$ cat src/rtl/stg_pkg.sv
package stg_pkg;
  // built-in timing used while the bus clock is slowed down
  localparam int SLOW_RD_SETUP    = 1;
  localparam int SLOW_RD_PULSE    = 1;
  localparam int SLOW_RD_CS_SETUP = 0;
  localparam int SLOW_RD_CS_PULSE = 2;
  localparam int SLOW_RD_CYCLE    = 2;
  localparam int SLOW_WR_SETUP    = 1;
  localparam int SLOW_WR_PULSE    = 1;
  localparam int SLOW_WR_CS_SETUP = 0;
  localparam int SLOW_WR_CS_PULSE = 3;
  localparam int SLOW_WR_CYCLE    = 3;

  typedef enum logic [0:0] {ST_IDLE = 1'b0, ST_RUN = 1'b1} stg_state_e;
endpackage

$ cat src/rtl/stg_timing_sel.sv
module stg_timing_sel
  import stg_pkg::*;
#(
  parameter int CNT_W = 6,
  parameter int LEN_W = CNT_W + 2
) (
  input  logic             is_write,
  input  logic             slow,
  input  logic [CNT_W-1:0] rd_setup,
  input  logic [CNT_W-1:0] rd_pulse,
  input  logic [CNT_W-1:0] rd_cs_setup,
  input  logic [CNT_W-1:0] rd_cs_pulse,
  input  logic [CNT_W-1:0] rd_cycle,
  input  logic [CNT_W-1:0] wr_setup,
  input  logic [CNT_W-1:0] wr_pulse,
  input  logic [CNT_W-1:0] wr_cs_setup,
  input  logic [CNT_W-1:0] wr_cs_pulse,
  input  logic [CNT_W-1:0] wr_cycle,
  output logic [CNT_W-1:0] sel_setup,
  output logic [CNT_W-1:0] sel_pulse,
  output logic [CNT_W-1:0] sel_cs_setup,
  output logic [CNT_W-1:0] sel_cs_pulse,
  output logic [LEN_W-1:0] sel_len
);
  logic [CNT_W-1:0] cyc;
  logic [LEN_W-1:0] strobe_end, cs_end, longest;

  always_comb begin
    unique case ({slow, is_write})
      2'b00: begin
        sel_setup = rd_setup;  sel_pulse = rd_pulse;
        sel_cs_setup = rd_cs_setup; sel_cs_pulse = rd_cs_pulse; cyc = rd_cycle;
      end
      2'b01: begin
        sel_setup = wr_setup;  sel_pulse = wr_pulse;
        sel_cs_setup = wr_cs_setup; sel_cs_pulse = wr_cs_pulse; cyc = wr_cycle;
      end
      2'b10: begin
        sel_setup    = CNT_W'(SLOW_RD_SETUP);
        sel_pulse    = CNT_W'(SLOW_RD_PULSE);
        sel_cs_setup = CNT_W'(SLOW_RD_CS_SETUP);
        sel_cs_pulse = CNT_W'(SLOW_RD_CS_PULSE);
        cyc          = CNT_W'(SLOW_RD_CYCLE);
      end
      default: begin
        sel_setup    = CNT_W'(SLOW_WR_SETUP);
        sel_pulse    = CNT_W'(SLOW_WR_PULSE);
        sel_cs_setup = CNT_W'(SLOW_WR_CS_SETUP);
        sel_cs_pulse = CNT_W'(SLOW_WR_CS_PULSE);
        cyc          = CNT_W'(SLOW_WR_CYCLE);
      end
    endcase
  end

  // length never shorter than either window, and at least one cycle
  always_comb begin
    strobe_end = LEN_W'(sel_setup) + LEN_W'(sel_pulse);
    cs_end     = LEN_W'(sel_cs_setup) + LEN_W'(sel_cs_pulse);
    longest    = LEN_W'(cyc);
    if (strobe_end > longest) longest = strobe_end;
    if (cs_end > longest)     longest = cs_end;
    sel_len = (longest == '0) ? LEN_W'(1) : longest;
  end
endmodule

$ cat src/rtl/stg_window.sv
module stg_window #(
  parameter int CNT_W = 6,
  parameter int LEN_W = CNT_W + 2
) (
  input  logic [LEN_W-1:0] t,
  input  logic [CNT_W-1:0] start,
  input  logic [CNT_W-1:0] width,
  output logic             on
);
  logic [LEN_W-1:0] stop;
  always_comb begin
    stop = LEN_W'(start) + LEN_W'(width);
    on   = (t >= LEN_W'(start)) && (t < stop);
  end
endmodule

$ cat src/rtl/strobe_timing_gen.sv
module strobe_timing_gen
  import stg_pkg::*;
#(
  parameter int NUM_CS   = 4,
  parameter int ADDR_W   = 24,
  parameter int BE_W     = 2,
  parameter int CNT_W    = 6,
  parameter int CS_IDX_W = (NUM_CS > 1) ? $clog2(NUM_CS) : 1
) (
  input  logic                clk,
  input  logic                rst,
  input  logic                req_valid,
  input  logic                req_write,
  input  logic [CS_IDX_W-1:0] req_cs,
  input  logic [ADDR_W-1:0]   req_addr,
  input  logic [BE_W-1:0]     req_be,
  input  logic                slow_mode,
  input  logic [CNT_W-1:0]    rd_setup,
  input  logic [CNT_W-1:0]    rd_pulse,
  input  logic [CNT_W-1:0]    rd_cs_setup,
  input  logic [CNT_W-1:0]    rd_cs_pulse,
  input  logic [CNT_W-1:0]    rd_cycle,
  input  logic [CNT_W-1:0]    wr_setup,
  input  logic [CNT_W-1:0]    wr_pulse,
  input  logic [CNT_W-1:0]    wr_cs_setup,
  input  logic [CNT_W-1:0]    wr_cs_pulse,
  input  logic [CNT_W-1:0]    wr_cycle,
  output logic                req_ready,
  output logic [ADDR_W-1:0]   bus_addr,
  output logic [BE_W-1:0]     bus_be,
  output logic [NUM_CS-1:0]   bus_cs_n,
  output logic                bus_rd_n,
  output logic                bus_wr_n,
  output logic                done
);
  localparam int LEN_W = CNT_W + 2;

  stg_state_e          state_q;
  logic [LEN_W-1:0]    t_q, t_nxt, len_q, len_mux;
  logic                wr_q, slow_q, wr_mux;
  logic [CS_IDX_W-1:0] cs_q, cs_mux;
  logic [CNT_W-1:0]    setup_q, pulse_q, cs_setup_q, cs_pulse_q;
  logic [CNT_W-1:0]    setup_mux, pulse_mux, cs_setup_mux, cs_pulse_mux;
  logic [CNT_W-1:0]    n_setup, n_pulse, n_cs_setup, n_cs_pulse;
  logic [LEN_W-1:0]    n_len;
  logic                accept, strobe_on, cs_on, last_nxt;
  logic [NUM_CS-1:0]   cs_n_nxt;

  assign accept    = (state_q == ST_IDLE) && req_valid;
  assign req_ready = (state_q == ST_IDLE);

  stg_timing_sel #(.CNT_W(CNT_W), .LEN_W(LEN_W)) u_sel (
    .is_write(req_write), .slow(slow_mode),
    .rd_setup(rd_setup), .rd_pulse(rd_pulse), .rd_cs_setup(rd_cs_setup),
    .rd_cs_pulse(rd_cs_pulse), .rd_cycle(rd_cycle),
    .wr_setup(wr_setup), .wr_pulse(wr_pulse), .wr_cs_setup(wr_cs_setup),
    .wr_cs_pulse(wr_cs_pulse), .wr_cycle(wr_cycle),
    .sel_setup(n_setup), .sel_pulse(n_pulse), .sel_cs_setup(n_cs_setup),
    .sel_cs_pulse(n_cs_pulse), .sel_len(n_len)
  );

  // timing for the next output cycle: fresh on accept, latched otherwise
  always_comb begin
    if (accept) begin
      t_nxt = '0;
      setup_mux = n_setup; pulse_mux = n_pulse;
      cs_setup_mux = n_cs_setup; cs_pulse_mux = n_cs_pulse;
      len_mux = n_len; wr_mux = req_write; cs_mux = req_cs;
    end else begin
      t_nxt = t_q + LEN_W'(1);
      setup_mux = setup_q; pulse_mux = pulse_q;
      cs_setup_mux = cs_setup_q; cs_pulse_mux = cs_pulse_q;
      len_mux = len_q; wr_mux = wr_q; cs_mux = cs_q;
    end
    last_nxt = (t_nxt == len_mux - LEN_W'(1));
  end

  stg_window #(.CNT_W(CNT_W), .LEN_W(LEN_W)) u_strobe_win (
    .t(t_nxt), .start(setup_mux), .width(pulse_mux), .on(strobe_on)
  );
  stg_window #(.CNT_W(CNT_W), .LEN_W(LEN_W)) u_cs_win (
    .t(t_nxt), .start(cs_setup_mux), .width(cs_pulse_mux), .on(cs_on)
  );

  for (genvar i = 0; i < NUM_CS; i++) begin : g_cs
    assign cs_n_nxt[i] = !(cs_on && (cs_mux == CS_IDX_W'(i)));
  end

  always_ff @(posedge clk) begin
    if (rst) begin
      state_q <= ST_IDLE;
      t_q <= '0; len_q <= LEN_W'(1);
      wr_q <= 1'b0; slow_q <= 1'b0; cs_q <= '0;
      setup_q <= '0; pulse_q <= '0; cs_setup_q <= '0; cs_pulse_q <= '0;
      bus_addr <= '0; bus_be <= '0;
      bus_cs_n <= '1; bus_rd_n <= 1'b1; bus_wr_n <= 1'b1; done <= 1'b0;
    end else if (accept) begin
      state_q <= ST_RUN;
      t_q <= t_nxt; len_q <= n_len;
      wr_q <= req_write; slow_q <= slow_mode; cs_q <= req_cs;
      setup_q <= n_setup; pulse_q <= n_pulse;
      cs_setup_q <= n_cs_setup; cs_pulse_q <= n_cs_pulse;
      bus_addr <= req_addr; bus_be <= req_be;
      bus_cs_n <= cs_n_nxt;
      bus_rd_n <= !(strobe_on && !wr_mux);
      bus_wr_n <= !(strobe_on && wr_mux);
      done <= last_nxt;
    end else if (state_q == ST_RUN) begin
      if (done) begin
        state_q <= ST_IDLE;
        bus_cs_n <= '1; bus_rd_n <= 1'b1; bus_wr_n <= 1'b1; done <= 1'b0;
      end else begin
        t_q <= t_nxt;
        bus_cs_n <= cs_n_nxt;
        bus_rd_n <= !(strobe_on && !wr_mux);
        bus_wr_n <= !(strobe_on && wr_mux);
        done <= last_nxt;
      end
    end
  end

  // checks on the bus behaviour
  AST_IDLE_QUIET: assert property (@(posedge clk) disable iff (rst)
    req_ready |-> (bus_cs_n == '1) && bus_rd_n && bus_wr_n && !done);
  AST_ONE_CS: assert property (@(posedge clk) disable iff (rst)
    $onehot0(~bus_cs_n));
  AST_ONE_STROBE: assert property (@(posedge clk) disable iff (rst)
    !(!bus_rd_n && !bus_wr_n));
  AST_SLOW_RD_END: assert property (@(posedge clk) disable iff (rst)
    (!req_ready && slow_q && !wr_q && t_q == LEN_W'(1)) |-> done);
  AST_SLOW_WR_END: assert property (@(posedge clk) disable iff (rst)
    (!req_ready && slow_q && wr_q && t_q == LEN_W'(2)) |-> done);
  AST_SLOW_FIRST_QUIET: assert property (@(posedge clk) disable iff (rst)
    (!req_ready && slow_q && t_q == '0) |-> (bus_rd_n && bus_wr_n && bus_cs_n != '1));
  AST_ADDR_HELD: assert property (@(posedge clk) disable iff (rst)
    (!req_ready && !done) |=> ($stable(bus_addr) && $stable(bus_be)));
  AST_DONE_SINGLE: assert property (@(posedge clk) disable iff (rst)
    done |=> !done);
  AST_DONE_BUSY: assert property (@(posedge clk) disable iff (rst)
    done |-> !req_ready);
endmodule

$ cat config.mk
export PLATFORM = sky130hd
export DESIGN_NAME = strobe_timing_gen
export DESIGN_NICKNAME = d
export VERILOG_FILES = /design/src/rtl/stg_pkg.sv /design/src/rtl/stg_timing_sel.sv /design/src/rtl/stg_window.sv /design/src/rtl/strobe_timing_gen.sv
export SDC_FILE = /design/constraint.sdc
export NUM_CORES = 1
export LEC_CHECK = 0
export ABC_CLOCK_PERIOD_IN_PS = 18800
export CAP_MARGIN = 20
export CORE_MARGIN = 2
export CORE_UTILIZATION = 55
export CTS_CLUSTER_DIAMETER = 200
export CTS_CLUSTER_SIZE = 30
export DETAILED_ROUTE_END_ITERATION = 10
export PLACE_DENSITY = 0.94
export SKIP_LAST_GASP = 1
export SLEW_MARGIN = 20
export SYNTH_ARGS = -nofsm -noshare
export SYNTH_HDL_FRONTEND = slang
export SYNTH_HIERARCHICAL = 1
export SYNTH_SLANG_ARGS = --single-unit
$ cat constraint.sdc
create_clock -name clk -period 18.8 [get_ports clk]
set_input_delay 1.88 -clock clk [delete_from_list [all_inputs] [get_ports clk]]
set_output_delay 1.88 -clock clk [all_outputs]
set_load 0.05 [all_outputs]
-- Word-level counts from Yosys, hierarchy flattened
Index checks and enable logic that the tools add are counted.
- output and inout port bits: 34
- register bits: 77
- bits of input ports: 93
- word-level logic and storage cells: 90
- equal/unequal tests: 7
- $lt $le $gt $ge: 6
- mux-type cells: 34
- reductions and logical operators: 21
- bitwise logic cells: 1
- add/subtract/negate cells: 6
- operator list (operator ; count):
    $mux 8 ; 8
    $pmux 6 s2 ; 3
    $pmux 6 s3 ; 2
    $add 6x6->7 ; 4
    $mux 6 ; 4
    $ge 8x6->1 ; 2
    $lt 8x8->1 ; 2
    $mux 1 ; 13
    $mux 4 ; 3
    $logic_and 1x1->1 ; 9
    $add 8x1->8 const B ; 1
    $eq 8x8->1 ; 1
    $gt 8x6->1 ; 1
    $gt 8x8->1 ; 1
    $logic_not 8->1 ; 1
    $sub 8x1->8 const B ; 1
    $logic_not 1->1 ; 7
    $eq 2x2->1 const B ; 3
    $eq 2x1->1 const B ; 2
    $logic_not 2->1 ; 2
    $mux 2 ; 1
    $ne 2x1->1 const B ; 1
    $reduce_and 2->1 ; 1
    $reduce_bool 2->1 ; 1
    $not 1->1 ; 1

-- Longest topological paths before layout
- depth after elaboration: 15
- depth in mapped cells: 34
- gate-level depth less buffers: 30

-- Cells and area by module
The synthesis kept the hierarchy.
- modules (own cells, without submodules) (module ; instances ; area an instance (um2) ; cells an instance ; seq. area each (um2)):
    strobe_timing_gen ; 1 ; 3394.5 ; 443 ; 1541.5
    stg_timing_sel ; 1 ; 1458.9 ; 191 ; 0.0
    stg_window ; 2 ; 493.0 ; 60 ; 0.0

-- Worst setup path after synthesis
OpenSTA, ideal clock, no wires.
- path type: input to register
- from: input req_write
- to: register done
- stages on the path: 33
- setup time: 84 ps
- path slack: 10978 ps
- required time: 18716 ps
- data arrival time: 7738 ps
- cells stage by stage: clkbuf_8 clkbuf_1 buf_2 mux2i_1 nor2_1 ha_1 a211oi_1 o21bai_1 a21oi_1 xnor2_1 ha_1 nand3_1 a21oi_2 o22ai_4 nand2_4 mux2_4 ha_1 nand4_1 nor2_1 a21o_1 a31oi_2 buf_2 and4_1 a31oi_1 o31ai_2 mux2i_1 ha_1 xor2_1 a22oi_1 nor3_1 o311a_1 nand4b_1 o31ai_2
- cells in the longest elaborated chain, start to end: 15
- elaborated cells on any way between the ends: 22
- ends and longest elaborated chain (item ; line ; text):
    from (decl) ; strobe_timing_gen.sv:13 ; input logic req_write,
    $eq 2x1->1 / $logic_not 2->1 (equally long branches) ; stg_timing_sel.sv:29 ; unique case ({slow, is_write})
    $pmux 6 s2 * ; stg_timing_sel.sv:29 ;
    net n_pulse[1] ; strobe_timing_gen.sv:44 ; logic [CNT_W-1:0] n_setup, n_pulse, n_cs_setup, n_cs_pulse;
    $add 6x6->7 * ; stg_timing_sel.sv:57 ; strobe_end = LEN_W'(sel_setup) + LEN_W'(sel_pulse);
    $gt 8x6->1 ; stg_timing_sel.sv:60 ; if (strobe_end > longest) longest = strobe_end;
    $mux 8 * ; stg_timing_sel.sv:60 ;
    $gt 8x8->1 ; stg_timing_sel.sv:61 ; if (cs_end > longest) longest = cs_end;
    $mux 8 * ; stg_timing_sel.sv:61 ;
    $logic_not 8->1 ; stg_timing_sel.sv:62 ; sel_len = (longest == '0) ? LEN_W'(1) : longest;
    $mux 8 * ; stg_timing_sel.sv:62 ;
    net n_len[0] ; strobe_timing_gen.sv:45 ; logic [LEN_W-1:0] n_len;
    $mux 8 * ; - ;
    $sub 8x1->8 * ; strobe_timing_gen.sv:75 ; last_nxt = (t_nxt == len_mux - LEN_W'(1));
    $eq 8x8->1 * ; strobe_timing_gen.sv:75 ;
    $mux 1 ; strobe_timing_gen.sv:109 ; if (done) begin
    $mux 1 ; strobe_timing_gen.sv:108 ; end else if (state_q == ST_RUN) begin
    $mux 1 * ; strobe_timing_gen.sv:97 ; end else if (accept) begin
    to (signal assigned) ; strobe_timing_gen.sv:107 ; done <= last_nxt;
    to (signal assigned) ; strobe_timing_gen.sv:117 ; done <= last_nxt;
    to (decl) ; strobe_timing_gen.sv:34 ; output logic done
The timed path passes the listed nets; every way through them passes the cells marked *. The select of a mux whose other input is x is not followed.
A chain may end at the register's enable or synchronous reset.

-- Worst setup path after layout
- from: input req_write
- to: register done
- cells in the longest elaborated chain, start to end: 15
- elaborated cells on any way between the ends: 22
- ends and longest elaborated chain (item ; line):
    $eq 2x1->1 / $logic_not 2->1 (equally long branches) ; stg_timing_sel.sv:29
    $pmux 6 s2 * ; stg_timing_sel.sv:29
    net n_setup[0] ; strobe_timing_gen.sv:44
    $add 6x6->7 * ; stg_timing_sel.sv:57
    $gt 8x6->1 ; stg_timing_sel.sv:60
    $mux 8 * ; stg_timing_sel.sv:60
    $gt 8x8->1 ; stg_timing_sel.sv:61
    $mux 8 * ; stg_timing_sel.sv:61
    $logic_not 8->1 ; stg_timing_sel.sv:62
    $mux 8 * ; stg_timing_sel.sv:62
    net n_len[1] ; strobe_timing_gen.sv:45
    $mux 8 * ; -
    $sub 8x1->8 * ; strobe_timing_gen.sv:75
    $eq 8x8->1 * ; strobe_timing_gen.sv:75
    $mux 1 ; strobe_timing_gen.sv:109
    $mux 1 ; strobe_timing_gen.sv:108
    $mux 1 * ; strobe_timing_gen.sv:97
Marks and branches as above.

==> metrics.md <==
| Metric | Value |
|---|---|
| Status | `completed` |
| PostCTS Resize Cnt | `0` |
| Worst setup SP type | `primary input` |
| Flop pwr share | `0.305` |
| I/O pins | `127` |
| Area growth syn-to-layout | `25.39%` |
| CTS clk-pin slew, worst paths | `0.10 ns` |
| Port bufs | `126` |
| CP max-delay cell | `a31oi_2` |
| Clock skew | `0.01556 ns` |
| Clock Latency Late Sink | `0.36 ns` |
| CTS tree | `done` |
| Flops & latches, synth | `77` |
| Fin. Hold Viols | `0` |
| Initial drt markers | `318` |
| Cts bufs inserted | `9` |
| Initial antenna violation count | `0` |
| Fill count | `777` |
| Worst Setup End Kind | `register` |
| CTS Root Buffer Type | `clkbuf_8` |
| Post-route total power | `603.7 uW` |
| Mapped cell area | `0.005839 mm^2` |
| NetSw | `243.9 uW` |
| Worst-path maximum fanout | `37` |
| Crit path top cell by count | `ha_1` |
| DP Cell Count | `984` |
| Vias | `5,690` |
| Wire per inst | `15.59 um` |
| YS warnings | `6` |
| Setup CP Type | `in2reg` |
| Clock Power Share | `0.220` |
| Switching part of the total power | `0.4039` |
| Layout cell share with drive strength beyond 1 | `0.06481` |
| Relative slew slack | `0.4390` |
| Setup_tns | `0 ns` |
| FMAX | `121.0 MHz` |
| Post-DR vias/cell | `5.690` |
| Synth Flop Type | `dfxtp_1` |
| Peak supply drop | `46.69 uV` |
| Area after DPL | `0.007117 mm^2` |
| ANT nets after route | `0` |
| Data arrival time of the critical path | `8.55 ns` |
| Nets | `1,019` |
| Buffer levels on the longest clock path | `2` |
| Fin crit period | `8.262 ns` |
| Synth Instances | `754` |
| Tot GR Track Use | `0.2767` |
| Ant diodes | `0` |
| Netlist cell types | `65` |
| Postcts setup bufs | `0` |
| Initial core utilization | `0.5656` |
| Post-synthesis sequential area ratio | `0.2640` |
| Slew @ Worst Pin | `0.8415 ns` |
| Gate power share | `0.475` |
| Clock sinks | `77` |
| TritonRoute pass-1 iters | `5` |
| Post-synth EDFFs | `0` |
| WP data required | `19.09 ns` |
| Max-Cap Viols | `0` |
| Dpl hpwl | `11,550 um` |
| First-pass GRT wire length | `25,830 um` |
| Gpl congestion | `0.9097` |
| Max-slew violation count | `0` |
| Drt drc | `0` |
| Gr ovfl total | `0` |
| WL final | `15,590 um` |
| CORE AREA | `0.01032 mm^2` |
| RSZ-0062 raised after global routing | `false` |
| Die width | `107.0 um` |
| Period utilization | `0.4394` |
| Final setup viols | `0` |
| Leakage | `3.210 nW` |
| # hold bufs at CTS | `0` |
| Net count after synthesis | `914` |
| Post-Layout Cell Count | `1,000` |
| Internal power | `359.9 uW` |
| Die Ht | `107.0 um` |
| Largest net degree at the start of global routing | `79` |
| Site Rows | `37` |
| Pwr Density | `82.46 mW/mm^2` |
| Total die area | `0.01146 mm^2` |
| Min-delay worst type | `reg2reg` |
| Syn_area_per_cell | `7.744 um^2` |
| CTS H-tree depth | `3` |
| Vias in the first global route | `5,588` |
| Share of flip-flops with an asynchronous set or reset | `0` |
| Final Cell Area | `0.007322 mm^2` |
| CP peak stage delay | `0.54 ns` |
## logic make-up (layout without fill, tap and decap cells)
| kind of cell | after synthesis | count (layout) | synth area share |
|---|---|---|---|
| other | 1 | 1 | 0.0006422 |
| buffers and inverters | 64 | 174 | 0.04971 |
| AOI/OAI and AO/OA | 172 | 172 | 0.1883 |
| muxes | 40 | 40 | 0.07178 |
| and+or+nand+nor | 300 | 300 | 0.2261 |
| adders and majority gates | 67 | 67 | 0.1487 |
| xor gates and xnor gates | 33 | 33 | 0.05078 |
| DFF | 77 | 77 | 0.2640 |
## path summary, 6_finish.rpt
path	start	to	slack [ns]	depth (start not counted)
min reg2reg	bus_addr[13]$_SDFFE_PP0N_	bus_addr[13]$_SDFFE_PP0N_	0.45	2
max	req_write	done$_SDFFE_PP0P_	10.54	31
max reg2reg	state_q$_SDFF_PP0_	bus_cs_n[1]$_SDFFE_PP1P_	14.56	16
min	bus_addr[13]$_SDFFE_PP0N_	bus_addr[13]$_SDFFE_PP0N_	0.45	2
## through the flow
| stage | utilization | hold slack [ns] | setup slack [ns] |
|---|---|---|---|
| floorplan | - | 0.4436 | 10.98 |
| global placement | 0.6894 | 0.4412 | 10.47 |
| detailed placement | 0.6894 | 0.4453 | 10.28 |
| CTS | 0.7092 | 0.4564 | 10.64 |
| global route | 0.7092 | 0.4843 | 10.09 |
| finish | 0.7092 | 0.4532 | 10.54 |
## critical path: cells and delay by family
family                   cells  cell delay (ns)
AO/OA/AOI/OAI               14             2.86
adder cells (fa/ha/maj)      5             1.60
multiplexers                 2             0.53
XOR/XNOR                     2             0.35
AND/OR/NAND/NOR              5             0.71
buffers and inverters        3             0.57
## flip-flops by register name, indices dropped and copies added, names as in the netlist
register / cells
len_q: 8
cs_setup_q: 6
cs_pulse_q: 6
bus_rd_n: 1
bus_wr_n: 1
cs_q: 2
state_q: 1
bus_be: 2
wr_q: 1
done: 1
bus_cs_n: 4
bus_addr: 24
setup_q: 6
t_q: 8
pulse_q: 6
## cells in the mapped netlist (4+ instances only)
cell | n | area share
a211oi_1 | 5 | 0.0064
a21o_1 | 10 | 0.013
a21oi_1 | 88 | 0.075
a21oi_2 | 5 | 0.0075
buf_1 | 6 | 0.0039
buf_2 | 11 | 0.0094
clkbuf_1 | 14 | 0.0090
dfxtp_1 | 77 | 0.26
fa_1 | 4 | 0.014
ha_1 | 63 | 0.13
inv_1 | 27 | 0.017
mux2i_1 | 36 | 0.062
nand2_1 | 167 | 0.11
nand2b_1 | 7 | 0.0075
nand3_1 | 11 | 0.0094
nand4_1 | 4 | 0.0043
nor2_1 | 71 | 0.046
nor2b_1 | 9 | 0.0096
nor3_1 | 10 | 0.0086
o21ai_0 | 19 | 0.016
o22ai_1 | 6 | 0.0064
xnor2_1 | 13 | 0.019
xor2_1 | 19 | 0.028
## layout make-up
type	instances	area [um^2]	area share
multi-input cells	613	4015	0.5484
flip-flops and latches	77	1541	0.2105
repair buffers	131	1289	0.1760
well taps	136	170.2	0.02324
clock buffers	9	123.9	0.01692
inverters	27	101.3	0.01384
clock inverters	7	81.33	0.01111
## metal layers
layer / vias up / part of all wire / track usage
met5: - / 0 / 0
met2: 197 / 0.50 / 0.4815
li1: 2809 / - / -
met1: 2638 / 0.42 / 0.3366
met3: 46 / 0.046 / 0.04134
met4: 0 / 0.035 / 0.1215
## cell usage in the layout (no fill, tap or decap), types with 3 or more instances in the layout
master	n
xor2_1	19
a21o_1	10
mux2_4	3
clkbuf_8	9
xnor2_1	13
inv_1	27
o211a_1	3
a31oi_1	3
ha_1	63
o31ai_1	3
nand4b_1	3
nor3_1	10
mux2i_1	36
o22ai_1	6
buf_4	5
nor2_1	71
dfxtp_1	77
nor2b_1	8
nand4_1	4
o21a_1	3
a21oi_2	5
a211o_1	3
nand2_1	167
clkdlybuf4s50_1	124
nand3_1	11
or2_2	3
a211oi_1	5
nand2b_1	7
clkinvlp_4	3
fa_1	4
a21oi_1	88
o21ai_0	19
o21ai_2	3
## power groups by stage
stage | sequential [mW] | clock, mW | combinational [mW]
2_1_floorplan | 0.201 | 0 | 0.196
3_3_place_gp | 0.187 | 0 | 0.273
3_5_place_dp | 0.188 | 0 | 0.279
4_1_cts | 0.184 | 0.134 | 0.282
5_1_grt | 0.186 | 0.142 | 0.313
6_report | 0.184 | 0.133 | 0.287
Note: power is estimated with default switching activity, not from simulation.
